`src/rtl/ebus_pkg.sv`:
```
package ebus_pkg;
   typedef enum logic {
      OWN_INT = 1'b0,
      OWN_EXT = 1'b1
   } owner_e;
endpackage

```
`src/rtl/ebus_sync.sv`:
```
module ebus_sync #(
   parameter int STAGES = 2
) (
   input  logic clk,
   input  logic rst_n,
   input  logic async_i,
   output logic sync_o
);
   logic [STAGES-1:0] chain_q;

   generate
      if (STAGES < 2) begin : g_bad
         $error("ebus_sync: STAGES must be at least 2");
      end
      for (genvar s = 0; s < STAGES; s++) begin : g_stage
         if (s == 0) begin : g_first
            always_ff @(posedge clk or negedge rst_n)
               if (!rst_n) chain_q[0] <= 1'b0;
               else        chain_q[0] <= async_i;
         end else begin : g_next
            always_ff @(posedge clk or negedge rst_n)
               if (!rst_n) chain_q[s] <= 1'b0;
               else        chain_q[s] <= chain_q[s-1];
         end
      end
   endgenerate

   assign sync_o = chain_q[STAGES-1];
endmodule

```
`src/rtl/ebus_arb.sv`:
```
module ebus_arb
   import ebus_pkg::*;
#(
   parameter int NUM_INT = 2
) (
   input  logic               clk,
   input  logic               rst_n,
   input  logic               req_sync_i,
   input  logic [NUM_INT-1:0] int_req_i,
   input  logic               acc_busy_i,
   input  logic               atomic_hold_i,
   input  logic               excl_lock_i,
   output logic               grant_o,
   output logic               grant_nxt_o
);
   owner_e owner_q, owner_d;
   logic   blocked;

   // any internal claim, in-flight access, atomic pair or lock withholds a new grant
   assign blocked = (|int_req_i) | acc_busy_i | atomic_hold_i | excl_lock_i;

   always_comb begin
      owner_d = owner_q;
      unique case (owner_q)
         OWN_INT: if (req_sync_i && !blocked) owner_d = OWN_EXT;
         OWN_EXT: if (!req_sync_i)            owner_d = OWN_INT;
         default: owner_d = OWN_INT;
      endcase
   end

   always_ff @(posedge clk or negedge rst_n)
      if (!rst_n) owner_q <= OWN_INT;
      else        owner_q <= owner_d;

   assign grant_o     = (owner_q == OWN_EXT);
   assign grant_nxt_o = (owner_d == OWN_EXT);
endmodule

```
`src/rtl/ebus_drv.sv`:
```
module ebus_drv #(
   parameter int GROUPS = 4
) (
   input  logic              clk,
   input  logic              rst_n,
   input  logic              grant_nxt_i,
   output logic [GROUPS-1:0] drv_en_o
);
   generate
      if (GROUPS < 1) begin : g_bad
         $error("ebus_drv: GROUPS must be at least 1");
      end
      // one enable flop per pad group to keep fanout local
      for (genvar g = 0; g < GROUPS; g++) begin : g_grp
         always_ff @(posedge clk or negedge rst_n)
            if (!rst_n) drv_en_o[g] <= 1'b1;
            else        drv_en_o[g] <= ~grant_nxt_i;
      end
   endgenerate
endmodule

```
`src/rtl/ebus_grant_ctrl.sv`:
```
module ebus_grant_ctrl #(
   parameter int NUM_INT     = 2,
   parameter int SYNC_STAGES = 2,
   parameter int DRV_GROUPS  = 4
) (
   input  logic                  clk,
   input  logic                  rst_n,
   input  logic                  ext_req_i,
   input  logic [NUM_INT-1:0]    int_req_i,
   input  logic                  acc_busy_i,
   input  logic                  atomic_hold_i,
   input  logic                  excl_lock_i,
   output logic                  ext_grant_o,
   output logic                  grant_hang_o,
   output logic [DRV_GROUPS-1:0] drv_en_o,
   output logic [NUM_INT-1:0]    int_stall_o
);
   logic req_sync;
   logic grant_nxt;

   generate
      if (NUM_INT < 1) begin : g_bad_int
         $error("ebus_grant_ctrl: NUM_INT must be at least 1");
      end
   endgenerate

   ebus_sync #(.STAGES(SYNC_STAGES)) u_sync (
      .clk     (clk),
      .rst_n   (rst_n),
      .async_i (ext_req_i),
      .sync_o  (req_sync)
   );

   ebus_arb #(.NUM_INT(NUM_INT)) u_arb (
      .clk           (clk),
      .rst_n         (rst_n),
      .req_sync_i    (req_sync),
      .int_req_i     (int_req_i),
      .acc_busy_i    (acc_busy_i),
      .atomic_hold_i (atomic_hold_i),
      .excl_lock_i   (excl_lock_i),
      .grant_o       (ext_grant_o),
      .grant_nxt_o   (grant_nxt)
   );

   ebus_drv #(.GROUPS(DRV_GROUPS)) u_drv (
      .clk         (clk),
      .rst_n       (rst_n),
      .grant_nxt_i (grant_nxt),
      .drv_en_o    (drv_en_o)
   );

   assign int_stall_o  = int_req_i & {NUM_INT{ext_grant_o}};
   assign grant_hang_o = |int_stall_o;
endmodule

```
`config.mk`:
```
export PLATFORM = sky130hd
export DESIGN_NAME = ebus_grant_ctrl
export DESIGN_NICKNAME = d
export VERILOG_FILES = /design/src/rtl/ebus_pkg.sv /design/src/rtl/ebus_sync.sv /design/src/rtl/ebus_arb.sv /design/src/rtl/ebus_drv.sv /design/src/rtl/ebus_grant_ctrl.sv
export SDC_FILE = /design/constraint.sdc
export NUM_CORES = 1
export LEC_CHECK = 0
export BUFFER_PORTS_ARGS = -buffer_cell sky130_fd_sc_hd__buf_4
export CORE_AREA = 5 5 42 44
export CTS_BUF_LIST = sky130_fd_sc_hd__clkbuf_4
export DETAILED_ROUTE_END_ITERATION = 16
export DIE_AREA = 0 0 47 49
export GPL_TIMING_DRIVEN = 1
export PLACE_DENSITY = 0.43
export SYNTH_ARGS = -nofsm -noshare
export SYNTH_HDL_FRONTEND = slang
export SYNTH_SLANG_ARGS = --single-unit
export TNS_END_PERCENT = 20
```
`constraint.sdc`:
```
create_clock -name clk -period 2.3 [get_ports clk]
set_clock_uncertainty 0.05 [all_clocks]
set_input_delay 0.69 -clock clk [delete_from_list [all_inputs] [get_ports clk]]
set_output_delay 0.69 -clock clk [all_outputs]
set_load 0.01 [all_outputs]
```
==> impl.org, run 1 <==
** CTS
- Clock tree synthesis inserted a total of 3 buffers.
- Hold repair after CTS inserted 0 buffers.
- The clock reaches the later pin of the worst-skew pair after 240 ps.
- The clock drives 4 sinks.
- Clock tree from TritonCTS :: done
- Worst-path clk slew :: 40 ps
- Root Buffer Master :: clkbuf_4
- Buffers added to address setup during post-CTS repair amount to 0.
- In this run, post-CTS repair resized a total of 0 instances.
- In this run the number of H-tree levels came out at 1.
- Counting along the longest clock path gives a buffer depth of 2.

** Detailed routing
- Total wire length :: 489 µm
- # DRC :: 0
- For this run, the detailed router's first-pass iteration total came to 2.
- Dividing the detail-routed via count by the number of cells gives 3.48.
- In the final routed layout, each cell accounts on average for 10.6 µm.
- Antenna Violating Nets Remaining :: 0
- Starting DRT DRC Count :: 3
- Overall via count from detail_route :: 160

** Critical path
- Worst Path Max Fanout :: 2
- In this design, the critical path's most frequently occurring cell is buf_4.
- Endpoint class of the critical path :: output port
- Top cell family by delay on the critical path :: simple AND/OR/NAND/NOR gates
- Req. time, crit path :: 1560 ps
- For this design, the slowest cell found on the critical path is or2_1.
- Walking the worst path, the cells encountered are buf_4 > and2_1 > or2_1 > buf_4.
- The critical path contains buffers and inverters numbering 2 combined.
- The worst setup path is launched from an input port.
- The worst setup path is of the in2out kind.
- On the worst path, the slowest cell contributes a delay of 200 ps.
- Data arrival at the endpoint of the critical path :: 1310 ps

** Yosys
- After synthesis, the largest area contributor takes up 42.0% of total cell area.
- The portion of synthesized area spent on multiplexers is 0%.
- Dominant cell type by area after synthesis :: dfrtp_1
- Of the total synthesized cell area, the portion taken by AND, OR, NAND and NOR gates is 21.7%.
- Number of flops mapped to enable cells by yosys :: 0
- Area fraction in compound gates after synthesis :: 9.09%
- For this run, the leading register cell type out of synthesis is dfrtp_1.
- After synthesis, flip-flops and latches occupy 56.6% of the total area.
- Synthesis produced a netlist whose cell count is 14.
- Counting flops with an async set or reset pin after synthesis yields a share of 100%.
- After synthesis, the largest family of logic cells by area is simple AND/OR/NAND/NOR gates.
- The average instance in the mapped netlist occupies 12.8 µm².
- Synthesis inferred 4 register bits.
- The synthesized netlist occupies a cell area of 179 µm².
- Xor and xnor fraction of the mapped netlist area :: 0%
- In the synthesized netlist, the cells that appear most often are 3 x buf_4, 3 x dfrtp_1.
- Yosys warning total :: 0
- Ranking of synthesized cells by area :: dfrtp_1 42%, dfstp_2 15%, buf_4 13%, nor3b_2 7.0%, a22o_1 4.9%
- The number of nets handed over by synthesis was 22.
- In this run, distinct cell masters in the synthesized netlist total 10.
- Summing the areas of all fa, ha and maj instances in the mapped netlist gives 0% of the synthesized area.

** Timing
- Setup slack on the critical path of the routed design comes to 249 ps.
- At the pin with the least slew margin, the transition time is 234 ps.
- Hold violation count in the final report :: 0
- For the final routed database, the setup TNS stands at 0 ps.
- Setup repair after global routing left no endpoint under its margin.
- Post-route fraction of the period consumed by the critical path :: 89.2%
- Slew HR :: 84.3%
- Timing would allow up to 488 MHz.
- Setup violations remaining at the end of the flow were counted as 0.
- The max-slew violation total from the final report came to 0.
- Subtracting the final worst setup slack from the clock period gives 2050 ps.

** Floorplan
- The die is 47 µm wide.
- Std-Cell Rows :: 14
- Y dimension of the die :: 49 µm
- In this run the count of I/O pins placed on the die edge is 16.
- The region available for standard cell placement spans 1400 µm².
- For this configuration, the core starts out at a cell density of 12.8%.
- The floorplan step defined a die boundary enclosing 2300 µm².

** GRT
- Number of global-route vias before repair :: 190
- Maximum number of pins on one net before global-route repair :: 6
- Global routing used 5.01% of the available tracks across all layers.
- Total grt overflow :: 0
- The first global-routing pass estimated 779 µm of wire.
- The number of antenna violations at the first check in global routing came to 0.

** Cells and area
- Finished layout cell area :: 319 µm²
- In the final design database the tool counted 39 nets.
- Layout cell share with drive strength beyond 1 :: 73.3%
- Syn-to-layout area delta :: 78.3%
- The repair_antennas step left the layout with diodes totalling 0.

** Pwr
- Total power density per cell area :: 644 nW/µm²
- IR analysis of the VDD net gives a maximum drop of 216 µV.
- Summed over all cells, the static leakage comes to 0.000158 µW.
- The completed layout was analyzed and its total power is 205 µW.

** Job
- Max-cap violations in this run came to 0.

** Placed design
- Once placement finished, the instance area stood at 289 µm².
- Buffers placed on the I/O ports in this run total 15.
- At the placement stage, the worst setup path has a slack of 248 ps.
- Routability-driven placement finished with a final weighted congestion of 0.681.

** Status
- Result of the run :: finished clean

** Worst hold path
- In this run the worst hold path is classified as in2async.
==> report_power, final <==
part	internal, µW	leakage [µW]	switching (µW)	total, µW
combinational	12.8	0.0000923	7.37	20.2
clock	77.1	0.0000184	33.0	110
sequential	73.6	0.0000477	1.55	75.1
total	164	0.000158	41.9	205
==> cell families after synthesis <==
| family | count (synthesis) |
|---|---|
| and+or+nand+nor | 5 |
| DFF | 4 |
| buffers and inverters | 3 |
| AOI/OAI and AO/OA | 2 |
==> state kept, by name, indices dropped and copies added, names as in the netlist <==
register        cells
u_sync.chain_q      1
u_arb.grant_o       1
u_drv.drv_en_o      1
u_sync.sync_o       1
==> layout by cell type, fill, tap and decap left out <==
master	count
and2_4	1
clkbuf_4	4
dfstp_2	1
or2_1	1
a22oi_1	1
buf_4	15
dfrtp_1	3
nor3_1	1
nor3b_2	1
a22o_1	1
and2_1	1
==> final timing paths <==
check | slack (ps) | depth (start not counted) | start | end
min | 190 | 1 | rst_n | u_sync.chain_q[0]$_DFF_PN0_
min in group clk | 300 | 0 | u_sync.chain_q[0]$_DFF_PN0_ | u_sync.sync_o$_DFF_PN0_
min reg2reg | 300 | 0 | u_sync.chain_q[0]$_DFF_PN0_ | u_sync.sync_o$_DFF_PN0_
max in group asynchronous | 1820 | 1 | rst_n | u_drv.drv_en_o[0]$_DFF_PN1_
max | 250 | 4 | int_req_i[0] | grant_hang_o
max reg2reg | 1390 | 2 | u_sync.sync_o$_DFF_PN0_ | u_arb.grant_o$_DFF_PN0_
==> final cells by class <==
class	count	area, µm²
clock buffer	4	30.0
timing repair buffer	15	113
tap	16	20.0
multi-input combinational	7	55.1
fill	155	1080
sequential	4	101
==> worst reg2reg max path: stages (launching register included) <==
cell and delay (ps):
dfrtp_1 380, nor3b_2 160, a22o_1 200
==> routing by layer <==
layer | track usage, % | share of wire, % | vias to the layer above
met1 | 6.43 | 51 | 66
met2 | 5.66 | 30 | 18
met5 | 0 | 0 | -
met4 | 2.76 | 0 | 0
met3 | 4.06 | 19 | 0
li1 | - | - | 76
==> per-stage QoR <==
step | hold WS [ps] | cells | utilization (%)
after CTS | 181 | 46 | 22.8
after global placement | 286 | 42 | 20.6
after floorplan | 281 | 14 | -
after global routing | 174 | 46 | 22.8
after detailed placement | 290 | 42 | 20.6
final | 190 | 46 | 22.8
No activity file was read; power rests on OpenSTA's default activity.
==> run 2: changes to the inputs <==
--- a/config.mk
+++ b/config.mk
@@ -7,7 +7,6 @@
 export LEC_CHECK = 0
 export BUFFER_PORTS_ARGS = -buffer_cell sky130_fd_sc_hd__buf_4
 export CORE_AREA = 5 5 42 44
-export CTS_BUF_LIST = sky130_fd_sc_hd__clkbuf_4
 export DETAILED_ROUTE_END_ITERATION = 16
 export DIE_AREA = 0 0 47 49
 export GPL_TIMING_DRIVEN = 1
==> run 2 against run 1 <==
Utilization down 0.27 points. First-iteration DRC count down 33%. Combinational power about the same. Routed wire length up 0.82%. Clock-buffer cell count unchanged. Die area unchanged. Final cell count unchanged. Via count unchanged. Setup slack about the same. Hold slack better by 0.85 ps. Clock power down 11%. Sequential share of layout area up 0.38 points. Critical path type unchanged. Critical endpoint unchanged. Largest cell class unchanged. Largest power group unchanged.
==> impl.org, run 2 (same netlist as run 1, synthesis figures left out) <==
** Worst hold path
- The class of the tightest hold or removal check is in2async (unchanged).

** Detailed routing
- The routed via count divided by cell count was 3.48 (unchanged).
- Number of optimization iterations in the first detailed-route pass :: 2 (unchanged)
- # DRC :: 0 (unchanged)
- Antenna Violating Nets Remaining :: 0 (unchanged)
- Total wire length :: 493 µm (was 489 µm)
- The detailed router's first-iteration violation count was 2 (was 3).
- Overall via count from detail_route :: 160 (unchanged)
- Average detailed-routed wire length per instance :: 10.7 µm (was 10.6 µm)

** Pwr
- The largest vdd supply drop came to 239 µV (was 216 µV).
- Clock network fraction of total power :: 50.7% (was 53.6%)
- Switching power :: 41.5 µW (was 41.9 µW)
- Total power density per cell area :: 613 nW/µm² (was 644 nW/µm²)
- Standby leakage power :: 0.000155 µW (was 0.000158 µW)
- The fraction of power spent switching nets was 21.5% (was 20.4%).
- The share of power burned in registers came to 38.9% (was 36.6%).
- Cell-internal power :: 152 µW (was 164 µW)
- Combinational fraction of design power :: 10.5% (was 9.8%)

** Timing
- The final critical-path required period came to 2050 ps (about the same).
- Final setup violation count :: 0 (unchanged)
- Total Neg Setup Slack :: 0 ps (unchanged)
- Max-slew violation count :: 0 (unchanged)
- The final cycle utilization of the critical path was 89.2% (about the same).
- Hold violation count in the final report :: 0 (unchanged)
- The worst setup slack after layout came to 249 ps (about the same).
- Setup repair after global routing missed its margin: no (unchanged).
- The fmax was 488 MHz (about the same).
- The worst slew slack as a fraction of its limit is 84.3% (unchanged).
- The transition time of the tightest slew-check pin was 234 ps (unchanged).

** Floorplan
- The initial standard-cell utilization of the core was 12.8% (unchanged).
- Die area :: 2300 µm² (unchanged)
- Core box area :: 1400 µm² (unchanged)
- Std-Cell Rows :: 14 (unchanged)
- The I/O pin total is 16 (unchanged).
- Y dimension of the die :: 49 µm (unchanged)
- Width of the chip :: 47 µm (unchanged)

** CTS
- The CTS sink count is 4 (unchanged).
- Clock tree from TritonCTS :: done (unchanged)
- CTS resizes :: 0 (unchanged)
- Clock latency at the later pin of the worst-skew pair :: 240 ps (about the same)
- The clock transition at the register clock pins on the worst setup and hold paths after CTS came to 40 ps (about the same).
- The number of hold buffers added after CTS was 0 (unchanged).
- Maximum number of buffers from clock root to sink :: 2 (unchanged)
- Number of H-tree branching levels :: 1 (unchanged)
- Clock buffer count from CTS :: 3 (unchanged)
- The count of buffers added by post-CTS timing repair for setup is 0 (unchanged).
- The library cell used as clock root buffer is clkbuf_4 (unchanged).

** GRT
- The first-pass GRT wire length is 807 µm (was 779 µm).
- The number of antenna violations at the first check in global routing was 0 (unchanged).
- Number of global-route vias before repair :: 195 (was 190)
- The largest net degree at the start of global routing is 6 (unchanged).
- Total grt overflow :: 0 (unchanged)
- The combined global-route utilization of all metal layers is 5.16% (was 5.01%).

** Critical path
- The critical path required time is 1560 ps (about the same).
- The data arrival time at the worst-slack endpoint was 1310 ps (about the same).
- The kind of launch point of the worst setup path is an input port (unchanged).
- The launch point of the worst reg-to-reg path is u_sync.sync_o$_DFF_PN0_ (unchanged).
- The largest driver fanout on the critical path is 2 (unchanged).
- Crit path kind :: in2out (unchanged)
- The endpoint type of the worst setup path was an output port (unchanged).
- Worst Setup SP :: int_req_i[0] (unchanged)

** Cells and area
- The number of nets in the finished design was 39 (unchanged).
- The share of cells above drive strength 1 was 70.0% (was 73.3%).
- Syn-to-layout area delta :: 76.2% (was 78.3%)
- Highest-count cells in the layout ignoring fill and taps: 15 x buf_4, 3 x clkbuf_4, 3 x dfrtp_1 (was 15 x buf_4, 4 x clkbuf_4, 3 x dfrtp_1).
- Number of fillers in the final layout :: 155 (unchanged)
- Antenna fix cells :: 0 (unchanged)
- The most common library cell in the layout ignoring fill and taps was buf_4 (unchanged).
- Finished layout cell area :: 315 µm² (was 319 µm²)

** Job
- The reported max-cap violation count came to 0 (unchanged).

** Status
- Result of the run: finished clean (unchanged).

** Placed design
- Global placement routability congestion :: 0.681 (unchanged)
- The quantity of I/O buffers inserted on ports is 15 (unchanged).
- The placed standard-cell area was 289 µm² (unchanged).
- Pre-CTS setup slack :: 248 ps (unchanged)
## run 2: stage by stage
stage	hold slack, ps	total power, µW	utilization [%]	cells
floorplan	281	81.9	-	14
global placement	286	95.9	20.6	42
detailed placement	290	96.6	20.6	42
CTS	182	199	22.5	46
global route	174	208	22.5	46
finish	191	193	22.5	46
## run 2: final timing paths
kind | endpoint | depth (start not counted) | slack, ps
worst max-delay path | grant_hang_o | 4 | 250
worst min-delay path | u_arb.grant_o$_DFF_PN0_ | 1 | 190
worst max register to register | u_arb.grant_o$_DFF_PN0_ | 2 | 1390
worst min register to register | u_sync.sync_o$_DFF_PN0_ | 0 | 300
max in group asynchronous | u_drv.drv_en_o[0]$_DFF_PN1_ | 1 | 1820
min in group clk | u_sync.sync_o$_DFF_PN0_ | 0 | 300
## run 2: power groups by stage
| stage | Sequential [µW] | Clock (µW) | Combinational [µW] |
|---|---|---|---|
| finish | 75.2 | 97.9 | 20.2 |
| global route | 75.5 | 110 | 22.1 |
| CTS | 75.2 | 103 | 20.6 |
| detailed placement | 76.2 | 0 | 20.5 |
| global placement | 76.0 | 0 | 19.9 |
| floorplan | 76.2 | 0 | 5.69 |
## run 2: per-layer routing
metal / up-vias / part of all wire, % / GRT usage [%]
met5: - / 0 / 0
met4: 0 / 0 / 2.76
met2: 18 / 32 / 6.11
met1: 66 / 48 / 6.21
li1: 76 / - / -
met3: 0 / 20 / 4.43
## run 2: worst max-delay path, cell delays in order
cell    delay [ps]
buf_4          120
and2_1         160
or2_1          200
buf_4          140
## run 2: layout make-up
type                    count  area, µm²  area share, %
well taps                  16       20.0           6.35
clock buffers               4       26.3           8.33
repair buffers             15        113           35.7
flip-flops and latches      4        101           32.1
multi-input cells           7       55.1           17.5
==> run 3: changes to the inputs <==
--- a/config.mk
+++ b/config.mk
@@ -13,5 +13,6 @@
 export PLACE_DENSITY = 0.43
 export SYNTH_ARGS = -nofsm -noshare
 export SYNTH_HDL_FRONTEND = slang
+export SYNTH_HIERARCHICAL = 1
 export SYNTH_SLANG_ARGS = --single-unit
 export TNS_END_PERCENT = 20
==> run 3 against run 2 <==
Routed wire length grew 0.81%. Maximum frequency is 9.6% higher. Power fell by 0.77%. Flip-flop and latch count is the same. Setup slack better by 180 ps. Highest routed layer is now met4. Clock-buffer cell count stayed put. Sequential share of layout area increased by 0.26 points.
==> impl.org, run 3 <==
** Pwr
- Worst IR Drop VDD :: 231 µV (was 239 µV)
- The portion of total power attributed to the clock network came to 50.7% (about the same).
- The share of power burned in registers is 39.1% (was 38.9%).
- The switching component of the power came to 40.4 µW (was 41.5 µW).
- Standby leakage power :: 0.000152 µW (was 0.000155 µW)
- Switching power share of the total :: 21.1% (was 21.5%)
- The logic gate share of total power is 10.2% (was 10.5%).
- The power density over the cells is 613 nW/µm² (about the same).
- Cell-internal power :: 151 µW (was 152 µW)

** Detailed routing
- Average detailed-routed wire length per instance :: 10.8 µm (was 10.7 µm)
- Overall via count from detail_route :: 171 (was 160)
- Drt via density :: 3.72 (was 3.48)
- The count of nets left with antenna violations after detail routing was 0 (unchanged).
- The detailed-routing iteration count for the pre-antenna-repair pass was 2 (unchanged).
- The aggregate routed wire length came to 497 µm (was 493 µm).
- Starting DRT DRC Count :: 1 (was 2)
- # DRC :: 0 (unchanged)

** Timing
- The max-slew violation total from the final report is 0 (unchanged).
- Minimum clock period after layout :: 1870 ps (was 2050 ps)
- Final setup violation count :: 0 (unchanged)
- The final total negative setup slack is 0 ps (unchanged).
- The final count of hold timing violations was 0 (unchanged).
- Final Hold Slack :: 185 ps (was 191 ps)
- The transition time of the tightest slew-check pin was 195 ps (was 234 ps).
- Post-route fraction of the period consumed by the critical path :: 81.3% (was 89.2%)
- Highest Clock Rate :: 535 MHz (was 488 MHz)
- The worst slew slack as a fraction of its limit came to 86.9% (was 84.3%).
- Setup repair after global routing missed its margin: no (unchanged).

** Floorplan
- The area enclosed by the die boundary is 2300 µm² (unchanged).
- Core box area :: 1400 µm² (unchanged)
- The initial standard-cell utilization of the core was 12.6% (was 12.8%).
- Number of ports placed on the die boundary :: 16 (unchanged)
- The vertical extent of the die is 49 µm (unchanged).
- Width of the chip :: 47 µm (unchanged)
- Std-Cell Rows :: 14 (unchanged)

** Yosys
- Leading cell types by count after synthesis :: 3 x buf_4, 3 x dfrtp_1, 2 x and2_2 (was 3 x buf_4, 3 x dfrtp_1)
- The proportion of synthesized flip-flops having asynchronous set or reset came to 100% (unchanged).
- Top-area cell type share of the netlist area :: 42.6% (was 42.0%)
- Number of flops mapped to enable cells by yosys :: 0 (unchanged)
- The synthesized area per cell was 12.6 µm² (was 12.8 µm²).
- The commonest register cell after synthesis is dfrtp_1 (unchanged).
- The sequential cell area fraction in the yosys report came to 57.4% (was 56.6%).
- Ranking of synthesized cells by area :: dfrtp_1 43%, dfstp_2 15%, buf_4 13%, and2_2 8.5%, nor3b_2 7.1% (was dfrtp_1 42%, dfstp_2 15%, buf_4 13%, nor3b_2 7.0%, a22o_1 4.9%)
- Cell area after synthesis :: 176 µm² (was 179 µm²)
- The register bit count reported by yosys was 4 (unchanged).
- The number of warning messages in the yosys log is 6 (was 0).
- Dominant cell type by area after synthesis :: dfrtp_1 (unchanged)
- The cell count after synthesis was 14 (unchanged).
- Post-Synthesis Net Count :: 22 (unchanged)
- Yosys cell types :: 9 (was 10)

** GRT
- Initial antenna violation count :: 0 (unchanged)
- Maximum number of pins on one net before global-route repair :: 6 (unchanged)
- The sum of overflow across all layers after global routing was 0 (unchanged).
- The first-pass GRT wire length came to 765 µm (was 807 µm).
- Number of global-route vias before repair :: 184 (was 195)
- The combined global-route utilization of all metal layers came to 5.37% (was 5.16%).

** Cells and area
- The most common library cell in the layout ignoring fill and taps is buf_4 (unchanged).
- Highest-count cells in the layout ignoring fill and taps: 15 x buf_4, 3 x clkbuf_4, 3 x dfrtp_1 (unchanged).
- The share of cells above drive strength 1 came to 73.3% (was 70.0%).
- Count of nets after finishing :: 39 (unchanged)
- Antenna fix cells :: 0 (unchanged)
- The area growth from synthesis to layout came to 77.3% (was 76.2%).
- Number of fillers in the final layout :: 161 (was 155)

** Critical path
- Req. time, crit path :: 1560 ps (about the same)
- The launch point of the worst reg-to-reg path was u_sync/sync_o$_DFF_PN0_ (was u_sync.sync_o$_DFF_PN0_).
- Worst Setup SP :: int_req_i[0] (unchanged)
- Register-to-register path setup slack :: 1410 ps (was 1390 ps)
- Logic depth of the worst register-to-register path :: 2 (unchanged)
- Worst Path Max Fanout :: 3 (was 2)
- Data arrival at the endpoint of the critical path :: 1130 ps (was 1310 ps)
- Crit start category :: input port (unchanged)
- The endpoint type of the worst setup path is an output port (unchanged).
- The startpoint-to-endpoint class of the critical path is in2out (unchanged).

** CTS
- Clock tree from TritonCTS :: done (unchanged)
- Post-cts hold buffer count :: 0 (unchanged)
- Clock latency at the later pin of the worst-skew pair :: 240 ps (about the same)
- Number of H-tree branching levels :: 1 (unchanged)
- Post-CTS setup buffer count :: 0 (unchanged)
- The library cell used as clock root buffer is clkbuf_4 (unchanged).
- The number of gates resized after cts was 0 (unchanged).
- Clock sink total :: 4 (unchanged)
- The maximum buffer depth of the clock tree was 2 (unchanged).
- Worst-path clk slew :: 40 ps (about the same)
- The number of clock buffers inserted by TritonCTS came to 3 (unchanged).

** Placed design
- Global placement routability congestion :: 0.771 (was 0.681)
- The quantity of I/O buffers inserted on ports came to 15 (unchanged).

** Job
- The reported max-cap violation count came to 0 (unchanged).

** Worst hold path
- Type of the worst min-delay path :: in2async (unchanged)

** Status
- Result of the run :: finished clean (unchanged)
==> run 3: path summary, 6_finish.rpt <==
check,to
min in group clk,u_sync/sync_o$_DFF_PN0_
max in group asynchronous,u_drv/drv_en_o[0]$_DFF_PN1_
setup / recovery,int_stall_o[0]
hold / removal,u_sync/chain_q[0]$_DFF_PN0_
setup reg to reg,u_arb/grant_o$_DFF_PN0_
hold reg to reg,u_sync/sync_o$_DFF_PN0_
==> run 3: critical path: stages <==
cell and delay (ps):
buf_4 120, and2_2 180, buf_4 140
==> run 3: power by group through the flow <==
stage | logic, µW | clock network, µW | registers (µW)
after floorplan | 5.13 | 0 | 76.0
after global placement | 19.5 | 0 | 75.7
after detailed placement | 20.1 | 0 | 76.0
after CTS | 20.1 | 102 | 75.1
after global routing | 21.5 | 116 | 75.2
final | 19.6 | 97.3 | 75.0
==> run 3: final cells by class <==
type / count / area, µm² / share of cell area (%)
flip-flops and latches: 4 / 101 / 32.4
repair buffers: 15 / 113 / 36.0
multi-input cells: 6 / 48.8 / 15.6
inverters: 1 / 3.75 / 1.20
clock buffers: 4 / 26.3 / 8.40
well taps: 16 / 20.0 / 6.40
==> run 3: kinds of logic (layout without fill, tap and decap cells) <==
group                  Yosys count  after routing  share of synthesized area [%]
flip-flops                       4              4                           57.4
AO/OA/AOI/OAI                    2              2                           9.22
AND/OR/NAND/NOR                  4              4                           18.4
buffers and inverters            4             20                           14.9
==> run 3: metal layers <==
metal	part of all wire [%]	up-vias	wire (µm)	global-route usage, %
li1	-	74	-	-
met1	41	77	205	5.79
met2	34	18	168	5.43
met3	23	2	114	6.27
met4	1.8	0	9	4.15
met5	0	-	0	0
==> run 3: per-stage QoR <==
step | util [%] | instances | total power [µW] | instance area (µm²) | worst slack (ps)
after floorplan | - | 14 | 81.1 | 176 | 674
after global placement | 20.4 | 42 | 95.2 | 287 | 426
after detailed placement | 20.4 | 42 | 96.1 | 287 | 421
after CTS | 22.3 | 46 | 197 | 313 | 421
after global routing | 22.3 | 46 | 212 | 313 | 414
final | 22.3 | 46 | 192 | 313 | 429
